[src/rtl/gpio_irq_pkg.sv]
`timescale 1ns/1ps
package gpio_irq_pkg;

    // Bank register windows: base and stride (log2)
    localparam int unsigned WIN_BASE      = 'h200;
    localparam int unsigned WIN_STRIDE_LG = 6;

    // Register offsets inside one bank window
    localparam logic [5:0] OFS_MASK_RD = 6'h0C;
    localparam logic [5:0] OFS_UNMASK  = 6'h10;
    localparam logic [5:0] OFS_MASK    = 6'h14;
    localparam logic [5:0] OFS_STATUS  = 6'h18;
    localparam logic [5:0] OFS_MODE    = 6'h1C;
    localparam logic [5:0] OFS_POLAR   = 6'h20;
    localparam logic [5:0] OFS_BOTH    = 6'h24;

    typedef enum logic [2:0] {
        SEL_NONE,
        SEL_MASK_RD,
        SEL_UNMASK,
        SEL_MASK,
        SEL_STATUS,
        SEL_MODE,
        SEL_POLAR,
        SEL_BOTH
    } reg_sel_e;

    typedef struct packed {
        logic     hit;
        reg_sel_e sel;
    } reg_dec_t;

    typedef struct packed {
        logic edge_mode;
        logic rise;
        logic both;
    } trig_cfg_t;

    function automatic reg_sel_e sel_of(input logic [5:0] ofs);
        case (ofs)
            OFS_MASK_RD: return SEL_MASK_RD;
            OFS_UNMASK:  return SEL_UNMASK;
            OFS_MASK:    return SEL_MASK;
            OFS_STATUS:  return SEL_STATUS;
            OFS_MODE:    return SEL_MODE;
            OFS_POLAR:   return SEL_POLAR;
            OFS_BOTH:    return SEL_BOTH;
            default:     return SEL_NONE;
        endcase
    endfunction

    // One pin: does the configured trigger fire for this sample pair?
    function automatic logic trig_hit(input trig_cfg_t c, input logic cur, input logic prev);
        if (c.edge_mode) begin
            if (c.both) return cur ^ prev;
            return c.rise ? (cur & ~prev) : (~cur & prev);
        end
        return c.rise ? cur : ~cur;
    endfunction

endpackage

[src/rtl/gpio_irq_regdec.sv]
`timescale 1ns/1ps
module gpio_irq_regdec
    import gpio_irq_pkg::*;
#(
    parameter int unsigned ADDR_W    = 10,
    parameter int unsigned NUM_BANKS = 4
) (
    input  logic [ADDR_W-1:0]    addr,
    output reg_dec_t             dec,
    output logic [NUM_BANKS-1:0] bank_sel
);
    localparam int unsigned WIN_W  = ADDR_W - WIN_STRIDE_LG;
    localparam int unsigned WIN_LO = WIN_BASE >> WIN_STRIDE_LG;

    logic [WIN_W-1:0] win;
    assign win = addr[ADDR_W-1:WIN_STRIDE_LG];

    always_comb begin
        bank_sel = '0;
        for (int b = 0; b < NUM_BANKS; b++) begin
            if (win == WIN_W'(WIN_LO + b)) bank_sel[b] = 1'b1;
        end
        dec.sel = sel_of(addr[WIN_STRIDE_LG-1:0]);
        dec.hit = (|bank_sel) && (dec.sel != SEL_NONE);
    end
endmodule

[src/rtl/gpio_irq_detect.sv]
`timescale 1ns/1ps
module gpio_irq_detect
    import gpio_irq_pkg::*;
#(
    parameter int unsigned         BANK_W = 32,
    parameter logic [BANK_W-1:0]   VALID  = '1
) (
    input  logic              clk,
    input  logic              rst,
    input  logic [BANK_W-1:0] lvl,
    input  logic [BANK_W-1:0] mode,
    input  logic [BANK_W-1:0] polar,
    input  logic [BANK_W-1:0] both,
    output logic [BANK_W-1:0] hit
);
    logic [BANK_W-1:0] prev_q;

    // Loaded in reset as well, so the first cycle out of reset sees no edge
    always_ff @(posedge clk) begin
        prev_q <= lvl;
    end

    always_comb begin
        for (int i = 0; i < BANK_W; i++) begin
            hit[i] = VALID[i] & trig_hit(trig_cfg_t'{mode[i], polar[i], both[i]},
                                         lvl[i], prev_q[i]);
        end
    end

    // A single-direction edge cannot fire on two consecutive cycles
    assert_single_edge_R2: assert property (@(posedge clk) disable iff (rst)
        ($stable(mode) && $stable(polar) && $stable(both))
        |-> ((hit & $past(hit) & mode & ~both) == '0));

endmodule

[src/rtl/gpio_irq_bank.sv]
`timescale 1ns/1ps
module gpio_irq_bank
    import gpio_irq_pkg::*;
#(
    parameter int unsigned BANK_W    = 32,
    parameter int unsigned PIN_COUNT = 32
) (
    input  logic              clk,
    input  logic              rst,
    input  logic [BANK_W-1:0] lvl,
    input  reg_sel_e          wr_sel,
    input  logic [BANK_W-1:0] wdata,
    output logic [BANK_W-1:0] mask_o,
    output logic [BANK_W-1:0] sts_o,
    output logic [BANK_W-1:0] mode_o,
    output logic [BANK_W-1:0] polar_o,
    output logic [BANK_W-1:0] both_o,
    output logic              pend_o
);
    localparam logic [BANK_W-1:0] VALID = {BANK_W{1'b1}} >> (BANK_W - PIN_COUNT);

    logic [BANK_W-1:0] mask_q, sts_q, mode_q, polar_q, both_q;
    logic [BANK_W-1:0] hit;
    logic [BANK_W-1:0] clr;

    gpio_irq_detect #(.BANK_W(BANK_W), .VALID(VALID)) u_det (
        .clk   (clk),
        .rst   (rst),
        .lvl   (lvl),
        .mode  (mode_q),
        .polar (polar_q),
        .both  (both_q),
        .hit   (hit)
    );

    assign clr = (wr_sel == SEL_STATUS) ? wdata : '0;

    always_ff @(posedge clk) begin
        if (rst) begin
            mask_q  <= '1;
            sts_q   <= '0;
            mode_q  <= '0;
            polar_q <= '0;
            both_q  <= '0;
        end else begin
            sts_q <= (sts_q & ~clr) | hit;
            case (wr_sel)
                SEL_UNMASK: mask_q  <= mask_q & ~(wdata & VALID);
                SEL_MASK:   mask_q  <= mask_q | wdata;
                SEL_MODE:   mode_q  <= wdata & VALID;
                SEL_POLAR:  polar_q <= wdata & VALID;
                SEL_BOTH:   both_q  <= wdata & VALID;
                default: ;
            endcase
        end
    end

    assign mask_o  = mask_q;
    assign sts_o   = sts_q;
    assign mode_o  = mode_q;
    assign polar_o = polar_q;
    assign both_o  = both_q;
    assign pend_o  = |(sts_q & ~mask_q);

    assert_unmask_R1: assert property (@(posedge clk) disable iff (rst)
        (wr_sel == SEL_UNMASK) |=> ((mask_q & $past(wdata & VALID)) == '0));

    assert_mask_R1: assert property (@(posedge clk) disable iff (rst)
        (wr_sel == SEL_MASK) |=> ((mask_q & $past(wdata)) == $past(wdata)));

    assert_w1c_R5: assert property (@(posedge clk) disable iff (rst)
        (wr_sel == SEL_STATUS) |=> ((sts_q & $past(wdata & ~hit)) == '0));

    assert_latch_R6: assert property (@(posedge clk) disable iff (rst)
        (!rst) |=> ((sts_q & $past(hit)) == $past(hit)));

    assert_absent_R9: assert property (@(posedge clk) disable iff (rst)
        ((sts_q & ~VALID) == '0) && ((mask_q | VALID) == '1));

endmodule

[src/rtl/gpio_irq_ctrl.sv]
`timescale 1ns/1ps
module gpio_irq_ctrl
    import gpio_irq_pkg::*;
#(
    parameter int unsigned              NUM_BANKS = 4,
    parameter int unsigned              BANK_W    = 32,
    parameter int unsigned              ADDR_W    = 10,
    parameter logic [NUM_BANKS*8-1:0]   BANK_PINS = {8'd32, 8'd32, 8'd22, 8'd32}
) (
    input  logic                        clk,
    input  logic                        rst,
    input  logic [NUM_BANKS*BANK_W-1:0] pin_lvl,
    input  logic [ADDR_W-1:0]           reg_addr,
    input  logic                        reg_wr,
    input  logic [BANK_W-1:0]           reg_wdata,
    output logic [BANK_W-1:0]           reg_rdata,
    output logic                        irq
);
    reg_dec_t             dec;
    logic [NUM_BANKS-1:0] bank_sel;
    logic [NUM_BANKS-1:0] pend;
    logic [NUM_BANKS-1:0] all_masked;

    logic [BANK_W-1:0] rd_mask  [NUM_BANKS];
    logic [BANK_W-1:0] rd_sts   [NUM_BANKS];
    logic [BANK_W-1:0] rd_mode  [NUM_BANKS];
    logic [BANK_W-1:0] rd_polar [NUM_BANKS];
    logic [BANK_W-1:0] rd_both  [NUM_BANKS];

    gpio_irq_regdec #(.ADDR_W(ADDR_W), .NUM_BANKS(NUM_BANKS)) u_dec (
        .addr     (reg_addr),
        .dec      (dec),
        .bank_sel (bank_sel)
    );

    for (genvar b = 0; b < NUM_BANKS; b++) begin : g_bank
        localparam int unsigned PCNT = int'(BANK_PINS[b*8 +: 8]);
        reg_sel_e wsel;
        assign wsel = (reg_wr && dec.hit && bank_sel[b]) ? dec.sel : SEL_NONE;

        gpio_irq_bank #(.BANK_W(BANK_W), .PIN_COUNT(PCNT)) u_bank (
            .clk     (clk),
            .rst     (rst),
            .lvl     (pin_lvl[b*BANK_W +: BANK_W]),
            .wr_sel  (wsel),
            .wdata   (reg_wdata),
            .mask_o  (rd_mask[b]),
            .sts_o   (rd_sts[b]),
            .mode_o  (rd_mode[b]),
            .polar_o (rd_polar[b]),
            .both_o  (rd_both[b]),
            .pend_o  (pend[b])
        );

        assign all_masked[b] = &rd_mask[b];
    end

    always_comb begin
        reg_rdata = '0;
        for (int b = 0; b < NUM_BANKS; b++) begin
            if (dec.hit && bank_sel[b]) begin
                case (dec.sel)
                    SEL_MASK_RD: reg_rdata = rd_mask[b];
                    SEL_STATUS:  reg_rdata = rd_sts[b];
                    SEL_MODE:    reg_rdata = rd_mode[b];
                    SEL_POLAR:   reg_rdata = rd_polar[b];
                    SEL_BOTH:    reg_rdata = rd_both[b];
                    default: ;
                endcase
            end
        end
    end

    assign irq = |pend;

    assert_quiet_masked_R7: assert property (@(posedge clk) disable iff (rst)
        (&all_masked) |-> !irq);

    assert_strobe_reads_zero_R11: assert property (@(posedge clk) disable iff (rst)
        (dec.sel == SEL_UNMASK || dec.sel == SEL_MASK) |-> (reg_rdata == '0));

endmodule

[config.mk]
export PLATFORM = sky130hd
export DESIGN_NAME = gpio_irq_ctrl
export DESIGN_NICKNAME = d
export VERILOG_FILES = /design/src/rtl/gpio_irq_pkg.sv /design/src/rtl/gpio_irq_regdec.sv /design/src/rtl/gpio_irq_detect.sv /design/src/rtl/gpio_irq_bank.sv /design/src/rtl/gpio_irq_ctrl.sv
export SDC_FILE = /design/constraint.sdc
export NUM_CORES = 2
export LEC_CHECK = 0
export ABC_AREA = 1
export BUFFER_PORTS_ARGS = -buffer_cell sky130_fd_sc_hd__buf_2
export CORE_MARGIN = 8
export CORE_UTILIZATION = 33
export DETAILED_ROUTE_END_ITERATION = 8
export GPL_ROUTABILITY_DRIVEN = 0
export RECOVER_POWER = 50
export SLEW_MARGIN = 20
export SYNTH_ARGS = -nofsm -noshare
export SYNTH_HDL_FRONTEND = slang
export SYNTH_SLANG_ARGS = --single-unit
[constraint.sdc]
create_clock -name clk -period 5 [get_ports clk]
set_clock_uncertainty 0.05 [all_clocks]
set_input_delay 0.75 -clock clk [delete_from_list [all_inputs] [get_ports clk]]
set_output_delay 0.75 -clock clk [all_outputs]
set_load 0.02 [all_outputs]
=== After elaboration in Yosys (flattened, before gate mapping) ===
Index checks and enable logic that the tools add are counted.
Widths: inputs -> output; s select.

* Mux-type cells: 1087
* Bitwise gates (word level): 620
* Equality and inequality tests: 40
* Reduce and logical (&&, ||, !) cells: 17

{| class="wikitable"
|+ Operators by type and width
! kind !! count
|-
| $mux 1 || 1066
|-
| $pmux 32 s5 || 4
|-
| $and 32x32->32 || 12
|-
| $not 32->32 || 9
|-
| $mux 32 || 8
|-
| $pmux 32 s2 || 4
|-
| $and 1x1->1 || 236
|-
| $not 1->1 || 236
|-
| $or 32x32->32 || 7
|-
| $reduce_or 128->1 || 1
|-
| $xor 1x1->1 || 118
|-
| $eq 3x3->1 const B || 20
|-
| $not 22->32 || 1
|-
| $or 32x22->32 || 1
|-
| $eq 3x2->1 const B || 8
|-
| $eq 6x5->1 const B || 4
|-
| $pmux 3 s7 || 1
|-
| $eq 4x4->1 const B || 4
|-
| $eq 6x6->1 const B || 2
|-
| $mux 3 || 4
|-
| $logic_and 1x1->1 || 10
|-
| $reduce_bool 2->1 || 4
|-
| $eq 6x4->1 const B || 1
|-
| $reduce_or 4->1 || 1
|-
| other kinds (2) || 2
|}

* Logic and storage cells: 1788
* Output and inout bits: 33
* Input bits: 173
* Register bits after elaboration: 728

=== Longest topological paths before layout ===
* Word-level depth: 12
* Gate-level depth with buffers: 14
* Depth with buffers taken out: 12

=== Hierarchy ===
A second synthesis with hierarchy kept.

* Cell total of the unflattened synthesis: 6406
* Area total of the unflattened synthesis: 41566.1 um^2

{| class="wikitable"
|+ By module, submodules not included
! module !! seq. area each (um^2) !! area an instance (um^2) !! cells each !! times used
|-
| gpio_irq_bank (g_bank[0].u_bank ...) || 3203.1 || 6067.1 || 794 || 3
|-
| gpio_irq_detect (g_bank[0].u_bank.u_det ...) || 640.6 || 3243.1 || 544 || 3
|-
| gpio_irq_ctrl || 0.0 || 6004.5 || 1317 || 1
|-
| gpio_irq_bank (g_bank[1].u_bank) || 2602.5 || 5173.7 || 660 || 1
|-
| gpio_irq_detect (g_bank[1].u_bank.u_det) || 440.4 || 2308.5 || 385 || 1
|-
| gpio_irq_regdec || 0.0 || 148.9 || 30 || 1
|}

=== Worst setup path after synthesis ===
No wires, ideal clock.

* Kind: input to output
* Start: in reg_addr[1]
* End: out reg_rdata[4]
* Buffers on the path: 2
* Data arrival time: 2.362 ns
* Required time: 4.200 ns
* Path slack: 1.838 ns
* Stages on the path: 11
* Cell sequence: nor2_2 buf_2 nand2_1 nor2_1 clkbuf_1 a22oi_1 nand3_1 nand2_1 nand2_1 nor2_1 nor2_1

* Longest elaborated chain between the ends: 12
* Elaborated cells between the ends (all ways): 27
* Classes of those cells: eq/ne: 12; mux: 9; reduce/logical: 6

{| class="wikitable"
|+ Ends and longest elaborated chain
! item !! RTL line !! RTL
|-
| start, declared || gpio_irq_ctrl.sv:13 || <nowiki>input logic [ADDR_W-1:0] reg_addr,</nowiki>
|-
| $eq 6x6->1 (tied with other cells) || gpio_irq_pkg.sv:40 || <nowiki>case (ofs)</nowiki>
|-
| $pmux 3 s7 * || gpio_irq_pkg.sv:40 ||
|-
| branches (longest 9 deep; another with $pmux 32 s5) || - ||
|-
| $mux 32 * || gpio_irq_ctrl.sv:61 || <nowiki>if (dec.hit && bank_sel[b]) begin</nowiki>
|-
| end, declared || gpio_irq_ctrl.sv:16 || <nowiki>output logic [BANK_W-1:0] reg_rdata,</nowiki>
|}

Mark *: on every way between the ends.

=== Final worst setup path ===
* Start: in reg_addr[5]
* End: out reg_rdata[12]

Same word-level chain as after synthesis.

==> impl_metrics.ini <==
[worst_setup_path]
crit_end = reg_rdata[12]
max_stage_delay_ns = 0.51
start_kind = primary input
worstReg2RegEnd = g_bank[3].u_bank.sts_o[14]
crit_arrival_ns = 3.50
path_cells = buf_2 > inv_2 > nor2_2 > nand3_4 > buf_4 > o21ai_0 > a21oi_1 > nand4_1 > nand2_1 > a21oi_1 > buf_2
worst_ep_required_time_ns = 4.20
path_max_fanout = 31
rrSetupSlack_ns = 3.62
crit_slowest_cell = nand3_4
startpoint = reg_addr[5]
reg2reg_depth = 6
end_kind = output pin
r2r-start = g_bank[3].u_bank.u_det.prev_q[14]
critPathKind = primary input to output pin

[power]
fin_total_pwr_mw = 13.2
power_density_nw_per_um2 = 315
max-vdd-ir-drop_v = 0.000233
power_leakage_nw = 17.2

[cts]
cts_root_buf = clkbuf_16
cts_setup_buffers = 0
cts_tree = done
htree_levels = 3
clk_pin_slew_ns = 0.06
cts_sinks = 728
ctsResizeCount = 0
clk_latency_ns = 0.66
cts_buffers = 84
cts_buffer_depth = 3
hold_buffers = 0

[synth]
yosys-mux-area-fraction_pct = 0.245
synthSimpleGateAreaFrac_pct = 12.3
synth-warning-count = 0
async_flop_share_pct = 0
synth_edf_count = 0
synth-xor-area-share_pct = 1.26
synth_adder_area_share_pct = 8.04
synth_cell_types = 36
ys_ff_latch = 728
synth-compound-area-share_pct = 28.1
synthesis.instances = 4989
synth_top_family_by_area = compound AO/OA/AOI/OAI gates
yosysSeqAreaShare_pct = 39.7
synth_nets = 5398
syn_area_per_cell_um2 = 7.36
ys.flop_type = dfxtp_1
syn_area_um2 = 36700

[floorplan]
rows = 122
die_area_um2 = 122000
io_pins = 206
initial_utilization_pct = 33.2
dieWidth_um = 350
core_um2 = 111000
die_y_um = 350

[global_routing]
grt_pass1_wl_um = 203000
overflow = 0
grt_pass1_vias = 32900
antenna_found_initial = 53
grt_max_degree = 163
track_usage_pct = 21.3

[outcome]
violations = max-capacitance violations, max-slew violations
status = complete, but fails checks

[drt]
ant_nets = 0
drt_first_pass_iters = 6
wl_per_cell_um = 20.5
via_per_inst = 5.35
wirelength_um = 136000
drtIter0Drc = 3297
via_count = 35500
drcViolationCount = 0

[timing]
finalSetupTns_ns = 0
finalCriticalPeriod_ns = 4.30
tightest_slew_ns = 2.19
slew_headroom_pct = -46.0
hold_violations = 0
report.final.slew_viol_count = 204
whs_ns = 0.186
period_share_pct = 86.1
fmax_mhz = 232
setup_viol = 0
rsz0062_at_grt = false

[final_layout]
fin_util_pct = 38.0
final_nets = 5460
drive_above_1_share_pct = 6.00
fin_area_um2 = 42000
fillers = 11600
syn2layout_area_growth_pct = 14.2

[placed_design]
dp_hpwl_um = 89000
place_area_um2 = 39300
port_buffers = 195

[job]
cap_violations = 7

[hold_path]
hold_path.class = primary input to flip-flop
-- layout make-up --
type / count / area, um^2 / share of cell area, %
repair buffers: 269 / 1540 / 3.68
multi-input cells: 3266 / 18400 / 43.9
diodes: 31 / 77.6 / 0.185
clock inverters: 32 / 432 / 1.03
clock buffers: 121 / 2420 / 5.77
well taps: 1488 / 1860 / 4.44
flip-flops and latches: 728 / 14600 / 34.7
inverters: 702 / 2640 / 6.30
-- layout by cell type (no fill, tap or decap), drive strengths merged, types with 134 or more instances in the layout --
| cell | synthesis | routed |
|---|---|---|
| nand3 | 207 | 207 |
| buf | 67 | 134 |
| nor2 | 135 | 135 |
| dfxtp | 728 | 728 |
| a21oi | 669 | 669 |
| o21ai | 941 | 941 |
| ha | 236 | 236 |
| inv | 701 | 706 |
| clkbuf | 226 | 256 |
| nand2 | 604 | 604 |
-- critical path: cells and delay by family --
kind | cells | cell delay (ns)
buf+inv | 4 | 1.05
compound gates | 3 | 0.70
simple gates | 4 | 0.97
-- per-layer routing --
| metal | vias to the layer above | GRT usage [%] | share of wire (%) |
|---|---|---|---|
| li1 | 17000 | - | - |
| met1 | 16800 | 27.1 | 42 |
| met2 | 1339 | 34.1 | 45 |
| met3 | 338 | 5.68 | 9.3 |
| met4 | 30 | 8.72 | 3.9 |
| met5 | - | 0 | 0.13 |
-- where the power goes --
group | total [mW] | internal, mW | switching (mW)
Clock | 6.43 | 3.80 | 2.63
Combinational | 0.783 | 0.241 | 0.542
Sequential | 5.99 | 5.92 | 0.0657
Total | 13.2 | 9.96 | 3.24
-- kinds of logic (layout without fill, tap and decap cells) --
family | Yosys count | after routing
AO/OA/AOI/OAI | 1926 | 1926
AND/OR/NAND/NOR | 1042 | 1042
buffers and inverters | 995 | 1124
flip-flops | 728 | 728
adder cells (fa/ha/maj) | 236 | 236
XOR/XNOR | 53 | 53
multiplexers | 9 | 9
other | 0 | 31
-- how the worst min path moves through the flow --
| stage | from | to | slack, ns | cells after the start |
|---|---|---|---|---|
| 6_report | pin_lvl[71] | g_bank[2].u_bank.u_det.prev_q[7] | 0.19 | 1 |
| 5_1_grt | pin_lvl[95] | g_bank[2].u_bank.u_det.prev_q[31] | 0.18 | 1 |
| 4_1_cts | pin_lvl[71] | g_bank[2].u_bank.u_det.prev_q[7] | 0.13 | 1 |
| 3_5_place_dp | g_bank[1].u_bank.mask_o[25] | g_bank[1].u_bank.mask_o[25] | 0.40 | 2 |
| 3_3_place_gp | g_bank[1].u_bank.mask_o[25] | g_bank[1].u_bank.mask_o[25] | 0.40 | 2 |
| 2_1_floorplan | g_bank[1].u_bank.mask_o[22] | g_bank[1].u_bank.mask_o[22] | 0.39 | 2 |
-- metrics by stage --
step | std cells | setup WS (ns)
global route | 6619 | 0.618
CTS | 6606 | 0.747
global placement | 6453 | 0.721
finish | 6637 | 0.696
floorplan | 4989 | 1.84
detailed placement | 6453 | 0.744
-- synth_stat cells (2+ instances only) --
cell         n  area [um^2]
xnor2_1     53          464
inv_1      698         2620
a22oi_1     17          128
nand2_1    602         2260
nand2_2      2         12.5
a22o_1       2         17.5
inv_2        3         11.3
ha_1       236         2950
o221ai_1    40          350
o21ai_0    929         4650
nor3_1       6         30.0
a221oi_1     2         17.5
or2_2       10         62.6
nand4_1     73          457
buf_2       56          280
mux2i_1      9         90.1
nor2_2       9         56.3
nand3_1    205         1030
nand3_2      2         20.0
nor2_1     117          439
o21ai_1     12         60.1
buf_1       11         41.3
a21oi_1    669         3350
dfxtp_1    728        14600
nand3b_1     2         15.0
o2bb2ai_1    4         35.0
o211ai_1    44          330
a211oi_1    13         97.6
o31ai_1      7         52.6
nor2_4       9          101
clkbuf_1   226          848
o21a_1      64          480
o22ai_1    122          763
nor4_1       5         31.3
No activity file was read; power rests on OpenSTA's default activity.
